[config.mk]
export PLATFORM = sky130hd
export DESIGN_NAME = pio_bank
export DESIGN_NICKNAME = d
export VERILOG_FILES = /design/src/rtl/pio_pkg.sv /design/src/rtl/pio_regfile.sv /design/src/rtl/pio_insync.sv /design/src/rtl/pio_rdmux.sv /design/src/rtl/pio_bank.sv
export SDC_FILE = /design/constraint.sdc
export NUM_CORES = 1
export LEC_CHECK = 0
export ABC_CLOCK_PERIOD_IN_PS = 1060
export BUFFER_PORTS_ARGS = -buffer_cell sky130_fd_sc_hd__buf_4
export CAP_MARGIN = 20
export CORE_ASPECT_RATIO = 1.75
export CORE_UTILIZATION = 25
export CTS_CLUSTER_DIAMETER = 150
export CTS_CLUSTER_SIZE = 24
export DETAILED_ROUTE_END_ITERATION = 8
export HOLD_SLACK_MARGIN = 0.12
export SLEW_MARGIN = 20
export SYNTH_ARGS = -nofsm -noshare
export SYNTH_HDL_FRONTEND = slang
export SYNTH_SLANG_ARGS = --single-unit
[constraint.sdc]
create_clock -name clk -period 1.06 [get_ports clk]
set_input_delay 0.106 -clock clk [delete_from_list [all_inputs] [get_ports clk]]
set_output_delay 0.106 -clock clk [all_outputs]
set_load 0.03 [all_outputs]
[src/rtl/pio_pkg.sv]
package pio_pkg;

    localparam int BANK_W = 32;

    typedef enum logic [2:0] {
        SEL_DIR = 3'd0,
        SEL_OUT = 3'd1,
        SEL_SET = 3'd2,
        SEL_CLR = 3'd3,
        SEL_IN  = 3'd4
    } reg_sel_e;

    function automatic logic [BANK_W-1:0] live_mask(input int pins);
        logic [BANK_W-1:0] m;
        m = '0;
        for (int i = 0; i < BANK_W; i++) begin
            if (i < pins) m[i] = 1'b1;
        end
        return m;
    endfunction

endpackage

[src/rtl/pio_regfile.sv]
module pio_regfile
    import pio_pkg::*;
#(
    parameter int LIVE_PINS = 32
) (
    input  logic              clk,
    input  logic              rst_n,
    input  logic              wr_en,
    input  reg_sel_e          wr_sel,
    input  logic [BANK_W-1:0] wr_data,
    output logic [BANK_W-1:0] dir_q,
    output logic [BANK_W-1:0] latch_q
);

    localparam logic [BANK_W-1:0] LIVE = live_mask(LIVE_PINS);

    typedef struct packed {
        logic [BANK_W-1:0] dir;
        logic [BANK_W-1:0] latch;
    } regs_t;

    regs_t st_d, st_q;

    always_comb begin
        st_d = st_q;
        if (wr_en) begin
            case (wr_sel)
                SEL_DIR: st_d.dir   = wr_data & LIVE;
                SEL_SET: st_d.latch = st_q.latch | (wr_data & LIVE);
                SEL_CLR: st_d.latch = st_q.latch & ~wr_data;
                default: ;
            endcase
        end
    end

    always_ff @(posedge clk) begin
        if (!rst_n) begin
            st_q.dir   <= LIVE;
            st_q.latch <= '0;
        end else begin
            st_q <= st_d;
        end
    end

    assign dir_q   = st_q.dir;
    assign latch_q = st_q.latch;


    reset_state_chk: assert property (@(posedge clk)
        $rose(rst_n) |-> (dir_q == LIVE && latch_q == '0));


    set_bits_chk: assert property (@(posedge clk) disable iff (!rst_n)
        (wr_en && wr_sel == SEL_SET) |=>
            ((latch_q & $past(wr_data) & LIVE) == ($past(wr_data) & LIVE)) &&
            ((latch_q & ~$past(wr_data)) == ($past(latch_q) & ~$past(wr_data))));


    clr_bits_chk: assert property (@(posedge clk) disable iff (!rst_n)
        (wr_en && wr_sel == SEL_CLR) |=>
            ((latch_q & $past(wr_data)) == '0) &&
            ((latch_q & ~$past(wr_data)) == ($past(latch_q) & ~$past(wr_data))));


    dir_write_chk: assert property (@(posedge clk) disable iff (!rst_n)
        (wr_en && wr_sel == SEL_DIR) |=> dir_q == ($past(wr_data) & LIVE));

endmodule

[src/rtl/pio_insync.sv]
module pio_insync
    import pio_pkg::*;
#(
    parameter int STAGES = 2
) (
    input  logic              clk,
    input  logic              rst_n,
    input  logic [BANK_W-1:0] pad_in,
    output logic [BANK_W-1:0] sync_out
);

    typedef struct packed {
        logic [STAGES-1:0][BANK_W-1:0] stage;
        logic [1:0]                    age;
    } sync_t;

    sync_t st_d, st_q;

    always_comb begin
        st_d = st_q;
        st_d.stage[0] = pad_in;
        for (int s = 1; s < STAGES; s++) begin
            st_d.stage[s] = st_q.stage[s-1];
        end
        if (st_q.age != 2'd3) st_d.age = st_q.age + 2'd1;
    end

    always_ff @(posedge clk) begin
        if (!rst_n) begin
            st_q <= '0;
        end else begin
            st_q <= st_d;
        end
    end

    assign sync_out = st_q.stage[STAGES-1];

    generate
        if (STAGES == 2) begin : g_lat_chk

            sync_latency_chk: assert property (@(posedge clk) disable iff (!rst_n)
                (st_q.age >= 2'd2) |-> sync_out == $past(pad_in, 2));
        end
    endgenerate

endmodule

[src/rtl/pio_rdmux.sv]
module pio_rdmux
    import pio_pkg::*;
#(
    parameter int LIVE_PINS = 32
) (
    input  logic              hit,
    input  reg_sel_e          sel,
    input  logic [BANK_W-1:0] dir_q,
    input  logic [BANK_W-1:0] latch_q,
    input  logic [BANK_W-1:0] sync_in,
    output logic [BANK_W-1:0] rdata
);

    localparam logic [BANK_W-1:0] LIVE = live_mask(LIVE_PINS);

    always_comb begin
        rdata = '0;
        if (hit) begin
            case (sel)
                SEL_DIR:                   rdata = dir_q;
                SEL_OUT, SEL_SET, SEL_CLR: rdata = latch_q;
                SEL_IN:                    rdata = sync_in & LIVE;
                default:                   rdata = '0;
            endcase
        end
    end

endmodule

[src/rtl/pio_bank.sv]
module pio_bank
    import pio_pkg::*;
#(
    parameter int LIVE_PINS   = 32,
    parameter int ADDR_W      = 5,
    parameter int SYNC_STAGES = 2
) (
    input  logic              clk,
    input  logic              rst_n,
    input  logic              bus_sel,
    input  logic              bus_wr,
    input  logic [ADDR_W-1:0] bus_addr,
    input  logic [31:0]       bus_wdata,
    output logic [31:0]       bus_rdata,
    input  logic [31:0]       pad_in,
    output logic [31:0]       pad_out,
    output logic [31:0]       pad_oe
);

    localparam int IDX_W = ADDR_W - 2;
    localparam logic [BANK_W-1:0] LIVE = live_mask(LIVE_PINS);

    logic [IDX_W-1:0]  word_idx;
    logic              hit;
    reg_sel_e          sel;
    logic              wr_en;
    logic [BANK_W-1:0] dir_q, latch_q, sync_q;

    assign word_idx = bus_addr[ADDR_W-1:2];
    assign hit      = (word_idx <= IDX_W'(4));
    assign sel      = reg_sel_e'(word_idx[2:0]);
    assign wr_en    = bus_sel && bus_wr && hit;

    pio_regfile #(.LIVE_PINS(LIVE_PINS)) i_regs (
        .clk     (clk),
        .rst_n   (rst_n),
        .wr_en   (wr_en),
        .wr_sel  (sel),
        .wr_data (bus_wdata),
        .dir_q   (dir_q),
        .latch_q (latch_q)
    );

    pio_insync #(.STAGES(SYNC_STAGES)) i_sync (
        .clk      (clk),
        .rst_n    (rst_n),
        .pad_in   (pad_in),
        .sync_out (sync_q)
    );

    pio_rdmux #(.LIVE_PINS(LIVE_PINS)) i_rd (
        .hit     (hit),
        .sel     (sel),
        .dir_q   (dir_q),
        .latch_q (latch_q),
        .sync_in (sync_q),
        .rdata   (bus_rdata)
    );

    assign pad_out = latch_q;
    assign pad_oe  = ~dir_q & LIVE;


    dead_bits_chk: assert property (@(posedge clk) disable iff (!rst_n)
        ((bus_rdata | pad_out | pad_oe) & ~LIVE) == '0);


    no_write_chk: assert property (@(posedge clk) disable iff (!rst_n)
        !(bus_sel && bus_wr) |=> ($stable(pad_out) && $stable(pad_oe)));

endmodule

Word-level counts from Yosys, hierarchy flattened
Cells that the tools add are included.

operators by class
  magnitude comparators = 1
  equality and inequality tests = 4
  muxes and demuxes = 3
  bitwise gates (word level) = 4
  reductions and logical operators = 7

operators by type and width
  cell                                                              number
  32-bit case mux with 3 select lines                               1
  32-bit NOT                                                        2
  32-bit case mux with 2 select lines                               1
  32-bit bitwise AND                                                1
  32-bit 2-to-1 mux                                                 1
  32-bit OR                                                         1
  3-bit by 2-bit == test with 1-bit output (second input constant)  2
  2-bit AND reduction                                               2
  3-bit by 1-bit == test with 1-bit output (second input constant)  1
  3-bit == test (second input constant)                             1
  3-bit less-or-equal comparator (second input constant)            1
  3-bit zero test                                                   1
  3-bit OR reduction                                                1
  1-bit logical AND                                                 2
  2-bit nonzero test                                                1

word-level totals
  register bits after elaboration = 128
  bits of input ports = 73
  output and inout port bits = 96
  word-level logic and storage cells = 23

Logic depth before layout (Yosys ltp)
  depth in word-level cells = 4
  gate-level depth with buffers = 6
  gate-level depth less buffers = 3

By module
Synthesis repeated with hierarchy kept, for this count alone.

unflattened totals
  cells, all modules = 607
  area, all modules = 5849.4 um^2

by module, submodules not included
  module       times used  cells an instance  area an instance (um^2)  sequential area each (um^2)
  pio_regfile  1           285                2887.8                   1281.2
  pio_insync   1           134                1791.7                   1281.2
  pio_rdmux    1           154                1034.7                   0.0
  pio_bank     1           34                 135.1                    0.0

Least setup slack after synthesis
Ideal clock, no wire load.

  kind = input to output
  start point = input port bus_addr[2]
  end point = output port bus_rdata[10]
  arrival time = 1.413 ns
  required time = 0.954 ns
  path slack = -0.459 ns
  stages on the path = 5
  path buffers = 2
  cell sequence = buf_2 -> nor2_2 -> buf_2 -> mux2i_1 -> o21ai_0

between the ends
  longest elaborated chain between the ends = 4
  elaborated cells between the ends (all ways) = 9
  classes of those cells = order compare: 1; eq/ne: 4; mux: 2; reduce/logical: 2

ends and longest elaborated chain
  item                                                                                                  RTL line         text
  start, declared                                                                                       pio_bank.sv:12   input logic [ADDR_W-1:0] bus_addr,
  3-bit by 1-bit == test with 1-bit output or 3-bit by 2-bit == test with 1-bit output (tied branches)  pio_rdmux.sv:19  case (sel)
  3-bit OR reduction                                                                                    pio_rdmux.sv:19
  32-bit case mux with 3 select lines                                                                   pio_rdmux.sv:19
  32-bit 2-to-1 mux *                                                                                   pio_rdmux.sv:18  if (hit) begin
  end, declared                                                                                         pio_bank.sv:14   output logic [31:0] bus_rdata,

Mark *: on every way between the ends. The rest lies on a longest branch, timed or not.

Worst setup path in the final report
  start point = input port bus_addr[3]
  end point = output port bus_rdata[17]

The elaborated chain is that of the path after synthesis.

==> impl_metrics.tcl <==
set metrics [dict create \
    status "complete, but fails checks" \
    violations_in_the_final_reports "setup timing" \
    final-hold-violation-count 0 \
    end_kind "output port" \
    synthesis.nets 611 \
    gp_congestion 0.850 \
    slew_headroom_pct 70.1 \
    hold_class "input pin to flop" \
    setup_repair_after_global_routing_missed_its_margin "yes" \
    timing_worst_slew_pin_value_ns 0.449 \
    numClockSinks 128 \
    drt_drc_violations_left 0 \
    first_iter_violations 190 \
    clock_insertion_delay_worst_skew_ns 0.41 \
    final_nets 905 \
    finalCriticalPeriod_ns 1.33 \
    utilization_pct 49.1 \
    maxCapViolations 0 \
    synth.top_cell.area_share_pct 51.9 \
    grt.overflow.total 0 \
    critical_path_peak_fanout 8 \
    syn_inst 538 \
    hold-worst-slack_ns 0.197 \
    finish.instance_area_um2 9470 \
    cts.path.max_buffers 2 \
    floorplan.die.width_um 108 \
    clkSlewWorstSetupHoldPaths_ns 0.06 \
    critical_path_arrival_ns 1.23 \
    finClkSkew_ns 0.00619 \
    period_share_pct 126 \
    timing.final.setup_violations 75 \
    ir_worst_vdd_v 0.000814 \
    floorplan.die_area_um2 20300 \
    synth_largest_area_cell "sky130_fd_sc_hd__dfxtp_1" \
    highest_clock_frequency_the_design_can_meet_ghz 0.751 \
    grt_first_pass_wirelength_mm 28.4 \
    hold_path_startpoint "bus_addr[2]" \
    via_per_inst 4.75 \
    final-max-slew-violation-count 0 \
    number_of_synthesized_register_bits 128 \
    detailed_place_hpwl_mm 13.0 \
    critPathSlowestCell "sky130_fd_sc_hd__mux2i_4" \
    least_setup_slack_across_all_paths_after_layout_ns -0.272 \
    startpoint_type "input pin" \
    power_density_nw_per_um2 1370 \
    placement_rows 67 \
    grt_pass1_vias 5188 \
    gr-usage-all-layers_pct 18.9 \
    placement.cell_area_um2 6930 \
    cp_slowest_stage_delay_ns 0.26 \
    worst_path_most_repeated_cell "sky130_fd_sc_hd__buf_6" \
    setup.worst_path.class "input pin to output port" \
    yosysUniqueCellTypes 20 \
    synth_seq_area_share_pct 51.9 \
    clock_buffers_created_by_tritoncts 17 \
    r2r_cells 4 \
    mappedNetlistArea_um2 4940 \
    core_um2 19300 \
    diode_count 0 \
    timing.critical_path.required_ns 0.95 \
    hold-path-cell-count 5 \
    pin_count_of_the_biggest_net_entering_global_routing 54 \
    dr_total_vias 5156 \
    clk_root_buffer_cell "sky130_fd_sc_hd__clkbuf_16" \
    detail_route.wl_per_cell_um 17.5 \
    buffers_added_on_ports 166 \
    ys_top_cells_by_area "sky130_fd_sc_hd__dfxtp_1, sky130_fd_sc_hd__nand3_1, sky130_fd_sc_hd__and2_1, sky130_fd_sc_hd__mux2i_1, sky130_fd_sc_hd__o21ai_0" \
    syn_to_final_growth_pct 91.7 \
    first_pass_iteration_count_of_the_detailed_router 5 \
    fin_tns_setup_ns -9.92 \
    synth.avg_cell_area_um2 9.18 \
    most_common_cell_after_layout_fill_and_taps_aside "sky130_fd_sc_hd__buf_6" \
    cts-htree-levels 4 \
    layout.cells.most_common_list "sky130_fd_sc_hd__buf_6, sky130_fd_sc_hd__buf_4, sky130_fd_sc_hd__nand3_1" \
    fp.dieH_um 188 \
    antenna_violating_nets_post_route 0 \
    wl_mm 19.0 \
    cp_cell_sequence "buf_8, nor2_4, buf_6, buf_16, mux2i_4, o21ai_2, buf_6" \
    setup.reg_to_reg.worst_slack_ns 0.10 \
    endpoint_worst_hold "i_regs.dir_q[5]$_SDFFE_PN1P_" \
    post_route_cells_drive_above_1_share_pct 53.1 \
    synthesis.yosys.warnings 0 \
    antenna_found_initial 0 \
    power.static_leakage_nw 3.94 \
    starting_utilization_of_the_core_area_pct 25.6 \
    ios 169 \
    tritoncts_clock_tree "done" \
]
[per-layer routing]
layer	vias up	GRT usage, %	share of wire (%)
met3	33	4.94	6.7
met2	219	34.2	54
met1	2421	19.3	35
met4	0	10.4	3.9
li1	2483	-	-
met5	-	0	0
[power by group]
part	switching, mW	internal, mW	total [mW]
sequential	0.108	4.92	5.03
combinational	0.974	1.05	2.02
clock	2.36	3.54	5.90
[cell usage after synthesis]
cell and number:
sky130_fd_sc_hd__a21oi_1 32, sky130_fd_sc_hd__a311oi_1 32, sky130_fd_sc_hd__and2_1 64, sky130_fd_sc_hd__and3b_1 1, sky130_fd_sc_hd__and4b_1 1, sky130_fd_sc_hd__buf_1 3, sky130_fd_sc_hd__buf_2 19, sky130_fd_sc_hd__buf_4 1
sky130_fd_sc_hd__buf_6 3, sky130_fd_sc_hd__clkbuf_1 22, sky130_fd_sc_hd__clkbuf_2 4, sky130_fd_sc_hd__dfxtp_1 128, sky130_fd_sc_hd__inv_1 33, sky130_fd_sc_hd__mux2i_1 32, sky130_fd_sc_hd__nand3_1 96, sky130_fd_sc_hd__nand3b_1 1
sky130_fd_sc_hd__nor2_2 1, sky130_fd_sc_hd__o21ai_0 60, sky130_fd_sc_hd__o21ai_1 4, sky130_fd_sc_hd__or2_1 1
[worst max-delay path by stage]
stage | endpoint | slack [ns] | cells after the start | startpoint
6_report | bus_rdata[17] | -0.27 | 7 | bus_addr[3]
5_1_grt | bus_rdata[6] | -0.31 | 6 | bus_addr[3]
4_1_cts | bus_rdata[16] | -0.28 | 3 | i_regs.dir_q[16]$_SDFFE_PN1P_
3_5_place_dp | bus_rdata[15] | -0.38 | 6 | bus_addr[3]
3_3_place_gp | bus_rdata[15] | -0.36 | 6 | bus_addr[3]
2_1_floorplan | bus_rdata[0] | -0.07 | 5 | bus_addr[2]
[critical path: cells and delay by family]
| family | cells | cell delay [ns] |
|---|---|---|
| mux | 1 | 0.26 |
| compound gates | 1 | 0.07 |
| buf+inv | 4 | 0.56 |
| simple gates | 1 | 0.22 |
[stage by stage]
stage | instances | setup slack [ns] | total power [mW]
global route | 1086 | -0.312 | 13.5
CTS | 1072 | -0.282 | 13.1
detailed placement | 954 | -0.379 | 6.70
finish | 1086 | -0.272 | 12.9
global placement | 954 | -0.360 | 6.69
floorplan | 538 | -0.0745 | 5.97
[kinds of logic (layout without fill, tap and decap cells)]
logic type / after synthesis / count (layout) / synth area share, %
AO/OA/AOI/OAI: 128 / 128 / 15.4
buffers and inverters: 85 / 392 / 7.58
flip-flops: 128 / 128 / 51.9
multiplexers: 32 / 32 / 6.49
AND/OR/NAND/NOR: 165 / 165 / 18.6
[layout make-up]
class	count	area (µm²)
fillers	1743	9820
clock buffers	17	425
clock inverters	15	175
multi-input cells	325	2420
flip-flops and latches	128	2730
repair buffers	327	3280
inverters	33	139
well taps	241	302
[what timing repair did]
| item | in CTS | in global routing |
|---|---|---|
| endpoints found under the hold margin | 99 | 0 |
| gates cloned | 2 | 0 |
| hold buffers | 65 | 0 |
| endpoints found under the setup margin | 94 | 87 |
| buffers inserted | 26 | 19 |
| resized for setup | 280 | 53 |
| pin swaps | 15 | 12 |
(Power assumes the default switching activity.)
